[src/rtl/pbt_pkg.sv]
`timescale 1ns/1ps
package pbt_pkg;
  typedef enum logic [2:0] {
    ST_IDLE,
    ST_WR,
    ST_RD_TURN,
    ST_RD,
    ST_DISC
  } tgt_state_e;

  localparam logic [3:0] CMD_RD      = 4'h6;
  localparam logic [3:0] CMD_RD_LINE = 4'hE;
  localparam logic [3:0] CMD_RD_MULT = 4'hC;
  localparam logic [3:0] CMD_WR      = 4'h7;
  localparam logic [3:0] CMD_WR_INV  = 4'hF;
endpackage

[src/rtl/pbt_decode.sv]
`timescale 1ns/1ps
module pbt_decode import pbt_pkg::*; #(
  parameter int ADDR_W = 32,
  parameter int IDX_W  = 4,
  parameter logic [ADDR_W-1:0] BASE_ADDR = 'h1000
) (
  input  logic [ADDR_W-1:0] addr_i,
  input  logic [3:0]        cmd_i,
  output logic              hit_o,
  output logic              read_o,
  output logic [IDX_W-1:0]  idx_o
);
  localparam int LOW = IDX_W + 2;

  logic is_rd, is_wr, in_win;

  always_comb begin
    is_rd  = (cmd_i == CMD_RD) || (cmd_i == CMD_RD_LINE) || (cmd_i == CMD_RD_MULT);
    is_wr  = (cmd_i == CMD_WR) || (cmd_i == CMD_WR_INV);
    in_win = (addr_i[ADDR_W-1:LOW] == BASE_ADDR[ADDR_W-1:LOW]);
    hit_o  = in_win && (is_rd || is_wr);
    read_o = is_rd;
    idx_o  = addr_i[LOW-1:2];
  end
endmodule

[src/rtl/pbt_word_store.sv]
`timescale 1ns/1ps
module pbt_word_store #(
  parameter int DATA_W = 32,
  parameter int DEPTH  = 16,
  localparam int IDX_W = $clog2(DEPTH),
  localparam int LANES = DATA_W / 8
) (
  input  logic              clk,
  input  logic              we_i,
  input  logic [IDX_W-1:0]  widx_i,
  input  logic [DATA_W-1:0] wdata_i,
  input  logic [LANES-1:0]  wbe_i,
  input  logic [IDX_W-1:0]  ridx_i,
  output logic [DATA_W-1:0] rdata_o
);
  for (genvar g = 0; g < LANES; g++) begin : g_lane
    logic [7:0] lane_mem [DEPTH];
    logic [7:0] lane_q;

    always_ff @(posedge clk) begin
      if (we_i && wbe_i[g]) lane_mem[widx_i] <= wdata_i[8*g +: 8];
      lane_q <= lane_mem[ridx_i];
    end

    assign rdata_o[8*g +: 8] = lane_q;
  end
endmodule

[src/rtl/pbt_parity.sv]
`timescale 1ns/1ps
module pbt_parity #(
  parameter int DATA_W = 32,
  localparam int BE_W  = DATA_W / 8
) (
  input  logic              clk,
  input  logic              rst,
  input  logic [DATA_W-1:0] drv_data_i,
  input  logic              drv_oe_i,
  input  logic [BE_W-1:0]   be_i,
  input  logic [DATA_W-1:0] rx_data_i,
  input  logic              chk_en_i,
  input  logic              parity_i,
  output logic              parity_o,
  output logic              parity_oe_o,
  output logic              fault_n_o
);
  logic chk_q, exp_q;

  always_ff @(posedge clk) begin
    if (rst) begin
      parity_o    <= 1'b0;
      parity_oe_o <= 1'b0;
      chk_q       <= 1'b0;
      exp_q       <= 1'b0;
      fault_n_o   <= 1'b1;
    end else begin
      parity_o    <= ^{drv_data_i, be_i};
      parity_oe_o <= drv_oe_i;
      chk_q       <= chk_en_i;
      exp_q       <= ^{rx_data_i, be_i};
      fault_n_o   <= !(chk_q && (parity_i != exp_q));
    end
  end
endmodule

[src/rtl/pbt_target.sv]
`timescale 1ns/1ps
module pbt_target import pbt_pkg::*; #(
  parameter int DATA_W = 32,
  parameter int DEPTH  = 16,
  parameter logic [DATA_W-1:0] BASE_ADDR = 'h1000,
  localparam int BE_W  = DATA_W / 8
) (
  input  logic              clk,
  input  logic              rst,
  input  logic [DATA_W-1:0] bus_ad_i,
  output logic [DATA_W-1:0] bus_ad_o,
  output logic              bus_ad_oe_o,
  input  logic [BE_W-1:0]   cmd_be_n_i,
  input  logic              txn_active_n_i,
  input  logic              init_ready_n_i,
  output logic              tgt_ready_n_o,
  output logic              claim_n_o,
  output logic              halt_n_o,
  output logic              ctl_oe_o,
  input  logic              parity_i,
  output logic              parity_o,
  output logic              parity_oe_o,
  output logic              parity_fault_n_o
);
  localparam int IDX_W = $clog2(DEPTH);
  localparam logic [IDX_W-1:0] LAST_IDX = IDX_W'(DEPTH - 1);

  tgt_state_e       state_q, state_d;
  logic [IDX_W-1:0] idx_q, idx_d, dec_idx, rd_idx;
  logic             frame_q, dec_hit, dec_read, start, xfer, in_data_d, wr_en;

  pbt_decode #(.ADDR_W(DATA_W), .IDX_W(IDX_W), .BASE_ADDR(BASE_ADDR)) u_decode (
    .addr_i (bus_ad_i),
    .cmd_i  (cmd_be_n_i[3:0]),
    .hit_o  (dec_hit),
    .read_o (dec_read),
    .idx_o  (dec_idx)
  );

  // Address phase: strobe low now, high in the previous clock.
  assign start = (state_q == ST_IDLE) && !txn_active_n_i && frame_q;
  assign xfer  = ((state_q == ST_WR) || (state_q == ST_RD)) && !init_ready_n_i;
  assign wr_en = xfer && (state_q == ST_WR);

  always_comb begin
    state_d = state_q;
    idx_d   = idx_q;
    unique case (state_q)
      ST_IDLE: if (start && dec_hit) begin
        idx_d   = dec_idx;
        state_d = dec_read ? ST_RD_TURN : ST_WR;
      end
      ST_RD_TURN: state_d = ST_RD;
      ST_WR, ST_RD: if (xfer) begin
        if (txn_active_n_i)        state_d = ST_IDLE;
        else if (idx_q == LAST_IDX) state_d = ST_DISC;
        else                       idx_d   = idx_q + 1'b1;
      end
      ST_DISC: if (txn_active_n_i) state_d = ST_IDLE;
      default: state_d = ST_IDLE;
    endcase
  end

  assign in_data_d = (state_d == ST_WR) || (state_d == ST_RD);

  // Read port address runs one word ahead on a read transfer so the
  // registered memory output is ready for the next data clock.
  always_comb begin
    if (state_q == ST_IDLE) rd_idx = dec_idx;
    else if (xfer)          rd_idx = idx_q + 1'b1;
    else                    rd_idx = idx_q;
  end

  pbt_word_store #(.DATA_W(DATA_W), .DEPTH(DEPTH)) u_store (
    .clk     (clk),
    .we_i    (wr_en),
    .widx_i  (idx_q),
    .wdata_i (bus_ad_i),
    .wbe_i   (~cmd_be_n_i),
    .ridx_i  (rd_idx),
    .rdata_o (bus_ad_o)
  );

  pbt_parity #(.DATA_W(DATA_W)) u_parity (
    .clk         (clk),
    .rst         (rst),
    .drv_data_i  (bus_ad_o),
    .drv_oe_i    (bus_ad_oe_o),
    .be_i        (cmd_be_n_i),
    .rx_data_i   (bus_ad_i),
    .chk_en_i    (wr_en),
    .parity_i    (parity_i),
    .parity_o    (parity_o),
    .parity_oe_o (parity_oe_o),
    .fault_n_o   (parity_fault_n_o)
  );

  always_ff @(posedge clk) begin
    if (rst) begin
      state_q       <= ST_IDLE;
      idx_q         <= '0;
      frame_q       <= 1'b1;
      claim_n_o     <= 1'b1;
      tgt_ready_n_o <= 1'b1;
      halt_n_o      <= 1'b1;
      bus_ad_oe_o   <= 1'b0;
      ctl_oe_o      <= 1'b0;
    end else begin
      state_q       <= state_d;
      idx_q         <= idx_d;
      frame_q       <= txn_active_n_i;
      claim_n_o     <= (state_d == ST_IDLE);
      tgt_ready_n_o <= !in_data_d;
      halt_n_o      <= !((in_data_d && (idx_d == LAST_IDX)) || (state_d == ST_DISC));
      bus_ad_oe_o   <= (state_d == ST_RD);
      ctl_oe_o      <= (state_d != ST_IDLE) || (state_q != ST_IDLE);
    end
  end
endmodule

[config.mk]
export PLATFORM = sky130hd
export DESIGN_NAME = pbt_target
export DESIGN_NICKNAME = d
export VERILOG_FILES = /design/src/rtl/pbt_pkg.sv /design/src/rtl/pbt_decode.sv /design/src/rtl/pbt_word_store.sv /design/src/rtl/pbt_parity.sv /design/src/rtl/pbt_target.sv
export SDC_FILE = /design/constraint.sdc
export NUM_CORES = 1
export LEC_CHECK = 0
export ABC_CLOCK_PERIOD_IN_PS = 3500
export BUFFER_PORTS_ARGS = -buffer_cell sky130_fd_sc_hd__buf_2
export CAP_MARGIN = 20
export CELL_PAD_IN_SITES_DETAIL_PLACEMENT = 1
export CELL_PAD_IN_SITES_GLOBAL_PLACEMENT = 1
export CORE_UTILIZATION = 40
export DETAILED_ROUTE_END_ITERATION = 8
export PLACE_DENSITY = 0.65
export SLEW_MARGIN = 20
export SYNTH_ARGS = -nofsm -noshare
export SYNTH_HDL_FRONTEND = slang
export SYNTH_SLANG_ARGS = --single-unit
[constraint.sdc]
create_clock -name clk -period 3.5 [get_ports clk]
set_clock_uncertainty 0.2 [all_clocks]
set_input_delay 0.175 -clock clk [delete_from_list [all_inputs] [get_ports clk]]
set_output_delay 0.175 -clock clk [all_outputs]
set_load 0.1 [all_outputs]
==> impl_summary.log <==
[metrics] outcome: completed
[metrics] number of rows in the core area: 85
[metrics] worst hold slack: 198 ps
[metrics] gr usage total: 19.4%
[metrics] most common cell after layout, fill and taps aside: edfxtp_1
[metrics] prevailing post-synth register cell: edfxtp_1
[metrics] number of search-and-repair iterations in the first detailed-routing pass: 7
[metrics] summed instance area of the synthesized netlist: 22,000 sq um
[metrics] power per standard cell area: 577 nW/um^2
[metrics] Worst Path Required: 3790 ps
[metrics] initial core utilization: 40.7%
[metrics] final critical-path required period: 3100 ps
[metrics] residual overflow from global routing: 0
[metrics] worst slew margin relative to its limit: 56.8%
[metrics] Compound-Gate Fraction of Synth Area: 3.30%
[metrics] worst-case setup margin in the final layout: 397 ps
[metrics] critical path arrival: 3400 ps
[metrics] WL final: 53.5 mm
[metrics] worst setup timing slack at the placement stage: 413 ps
[metrics] startpoint of the most critical hold path: cmd_be_n_i[3]
[metrics] number of cells on the worst reg-to-reg path: 8
[metrics] share of the clock period used by the worst path: 88.7%
[metrics] Synth area leader: edfxtp_1
[metrics] wire length of the first global-routing pass: 79.1 mm
[metrics] count of cells resized by post-cts repair: 0
[metrics] Distinct cells, synth: 49
[metrics] Port Buffer Count: 80
[metrics] worst hold-check path type: in2reg
[metrics] pin count of the biggest net entering global routing: 76
[metrics] overall die height: 237 um
[metrics] setup_tns: 0 ps
[metrics] number of nets in the layout: 1,400
[metrics] DRC Markers: 0
[metrics] top achievable clock speed: 322 MHz
[metrics] antenna viol nets, final: 0
[metrics] ports placed on the boundary: 81
[metrics] # H-tree levels: 2
[metrics] arithmetic-cell share of the synthesized area counting full adders, half adders and majority gates: 1.25%
[metrics] Ys Warns: 0
[metrics] IR Drop Worst-Case VDD: 0.438 mV
[metrics] part of the Yosys area used for sequential elements: 74.4%
[metrics] number of buffers added by the clock tree synthesis step: 57
[metrics] share of synthesized flip-flops with an asynchronous set or reset: 0%
[metrics] vias after detailed routing: 11,400
[metrics] clock tree from TritonCTS: yes
[metrics] Wirelength per Cell: 25.7 um
[metrics] dominant combinational cell family by area after synthesis: multiplexers
[metrics] type of the worst setup path: reg2reg
[metrics] static leakage: 8.71 nW
[metrics] endpoint of the worst-slack reg-to-reg timing path: u_store.g_lane[3].lane_q[3]
[metrics] share of post-route cells with drive strength above 1: 29.2%
[metrics] area fraction in and, or, nand and nor cells after synthesis: 3.76%
[metrics] multiplexer share of the synthesized area: 13.1%
[metrics] Die ar.: 56,000 sq um
[metrics] antenna diode count: 0
[metrics] transition time at the pin with the least slew margin: 648 ps
[metrics] final weighted congestion in routability-driven placement: 0.786
[metrics] core footprint: 54,100 sq um
[metrics] CP Capture Type: flip-flop
[metrics] sum of internal, switching and leakage power: 15.1 mW
[metrics] number of nets produced by synthesis: 1,195
[metrics] final setup fails: 0
[metrics] root buf cell: clkbuf_16
[metrics] clock latency reported for the late side of the worst-skew pair: 620 ps
[metrics] mean number of vias per cell: 5.46
[metrics] Hold Path Depth: 7
[metrics] detailed router's first-iteration violation count: 820
[metrics] launch point of the worst path: state_q[1]
[metrics] startpoint type of the worst setup path: flip-flop
[metrics] Post-Synth XOR/XNOR Area: 2.25%
[metrics] syn_area_per_cell: 19.4 sq um
[metrics] final instance area: 26,100 sq um
[metrics] number of buffers on the longest clock path: 3
[metrics] number of enable-type register cells in the synthesized netlist: 512
[metrics] final hold violation count: 0
[metrics] Num Clock Sinks: 562
[metrics] RSZ-0062 raised after global routing: false
[metrics] flop2flop setup slack: 400 ps
[metrics] clock-pin slew on the worst setup and hold paths: 60 ps
[metrics] placed wire-length estimate after detailed placement: 35.0 mm
[metrics] fin. max-slew vios: 0
[metrics] cell area reported after detailed placement: 23,800 sq um
[metrics] top library cells by usage in the layout, fill and taps aside: edfxtp_1 (512), mux4_2 (128), buf_2 (80)
[metrics] area overhead of the layout relative to synthesis: 18.6%
[metrics] top post-synthesis cells by area: edfxtp_1 (70%), mux4_2 (13%), dfxtp_1 (4.5%)
[metrics] flops & latches, synth: 562
[metrics] width of the die: 237 um
[metrics] source of the worst register-to-register timing path: state_q[1]
[metrics] count of mapped cells out of synthesis: 1,132
[metrics] via count of the first global-routing pass: 12,200
[metrics] initial antenna violation count: 1
[metrics] max capacitance violation total: 0
[metrics] maximum fanout encountered on the critical timing path: 20
[metrics] share of the synthesized area in the top cell type: 69.9%
[metrics] WHS Endpoint: u_parity.exp_q
[cell type report]
| class | instances | area [sq um] |
|---|---|---|
| clock buffer | 79 | 1620 |
| clock inverter | 28 | 333 |
| sequential | 562 | 16400 |
| inverter | 33 | 124 |
| fill | 4981 | 28000 |
| timing repair buffer | 203 | 1520 |
| multi-input combinational | 480 | 5250 |
| tap | 696 | 871 |
[kinds of logic (layout without fill, tap and decap cells)]
family          after synthesis  count (layout)
fa+ha+maj                    22              22
xor+xnor                     55              55
compound gates               94              94
mux                         129             129
simple gates                180             180
buf+inv                      90             343
flops                       562             562
[metrics by stage]
stage,util [%],instances
finish,48.2,2081
global route,48.2,2081
detailed placement,43.9,1937
global placement,43.9,1937
CTS,48.2,2081
floorplan,-,1132
[worst max-delay path by stage]
stage                                  endpoint  slack, ps  cells after the start
5_1_grt             u_store.g_lane[3].lane_q[1]        210                      8
3_3_place_gp        u_store.g_lane[3].lane_q[3]        460                      8
4_1_cts             u_store.g_lane[3].lane_q[3]        380                      8
2_1_floorplan  u_store.g_lane[2].lane_mem[0][0]       1030                      6
3_5_place_dp        u_store.g_lane[3].lane_q[3]        410                      8
6_report            u_store.g_lane[3].lane_q[3]        400                      8
[routing by layer]
layer	up-vias	part of all wire, %	GRT usage [%]
met1	6017	43	26.5
li1	4931	-	-
met5	-	0.024	0
met4	2	2.6	5.90
met2	334	48	31.5
met3	84	5.8	3.88
[registers in the layout, indices dropped and copies added, names as in the netlist]
| name | count |
|---|---|
| u_store.g_lane.lane_mem | 512 |
| u_store.g_lane.lane_q | 32 |
| idx_q | 4 |
| state_q | 3 |
| bus_ad_oe_o | 1 |
| claim_n_o | 1 |
| ctl_oe_o | 1 |
| frame_q | 1 |
| halt_n_o | 1 |
| tgt_ready_n_o | 1 |
| u_parity.chk_q | 1 |
| u_parity.exp_q | 1 |
| u_parity.fault_n_o | 1 |
| u_parity.parity_o | 1 |
| u_parity.parity_oe_o | 1 |
[cell usage after synthesis, types with 8 or more instances]
master      n
xnor2_1    45
nand2_1    50
ha_1       22
a22oi_1    65
nand3_1     9
buf_2      24
mux4_2    128
dfxtp_1    50
inv_1      33
clkbuf_1   23
xor2_1      9
buf_4       8
edfxtp_1  512
nor2_1     75
[power by group]
part,internal (mW),switching (mW),leakage [nW]
registers,7.36,0.0473,5.02
logic,0.480,0.924,2.74
clock network,3.69,2.56,0.956
total,11.5,3.53,8.71
[worst max-delay path, cell delays in order, from the launching register on]
cell      delay, ps
dfxtp_1         580
nor2b_1         270
a211oi_2        120
o22ai_4         230
buf_4           210
buf_4           380
mux4_2          580
a22oi_1         300
nand2_1          90
[repair_timing]
action,CTS,global route
endpoints found under the hold margin,530,0
hold buffers,37,0
setup endpoints to repair,0,0
buffers inserted,0,0
Note: power is estimated with default switching activity, not from simulation.
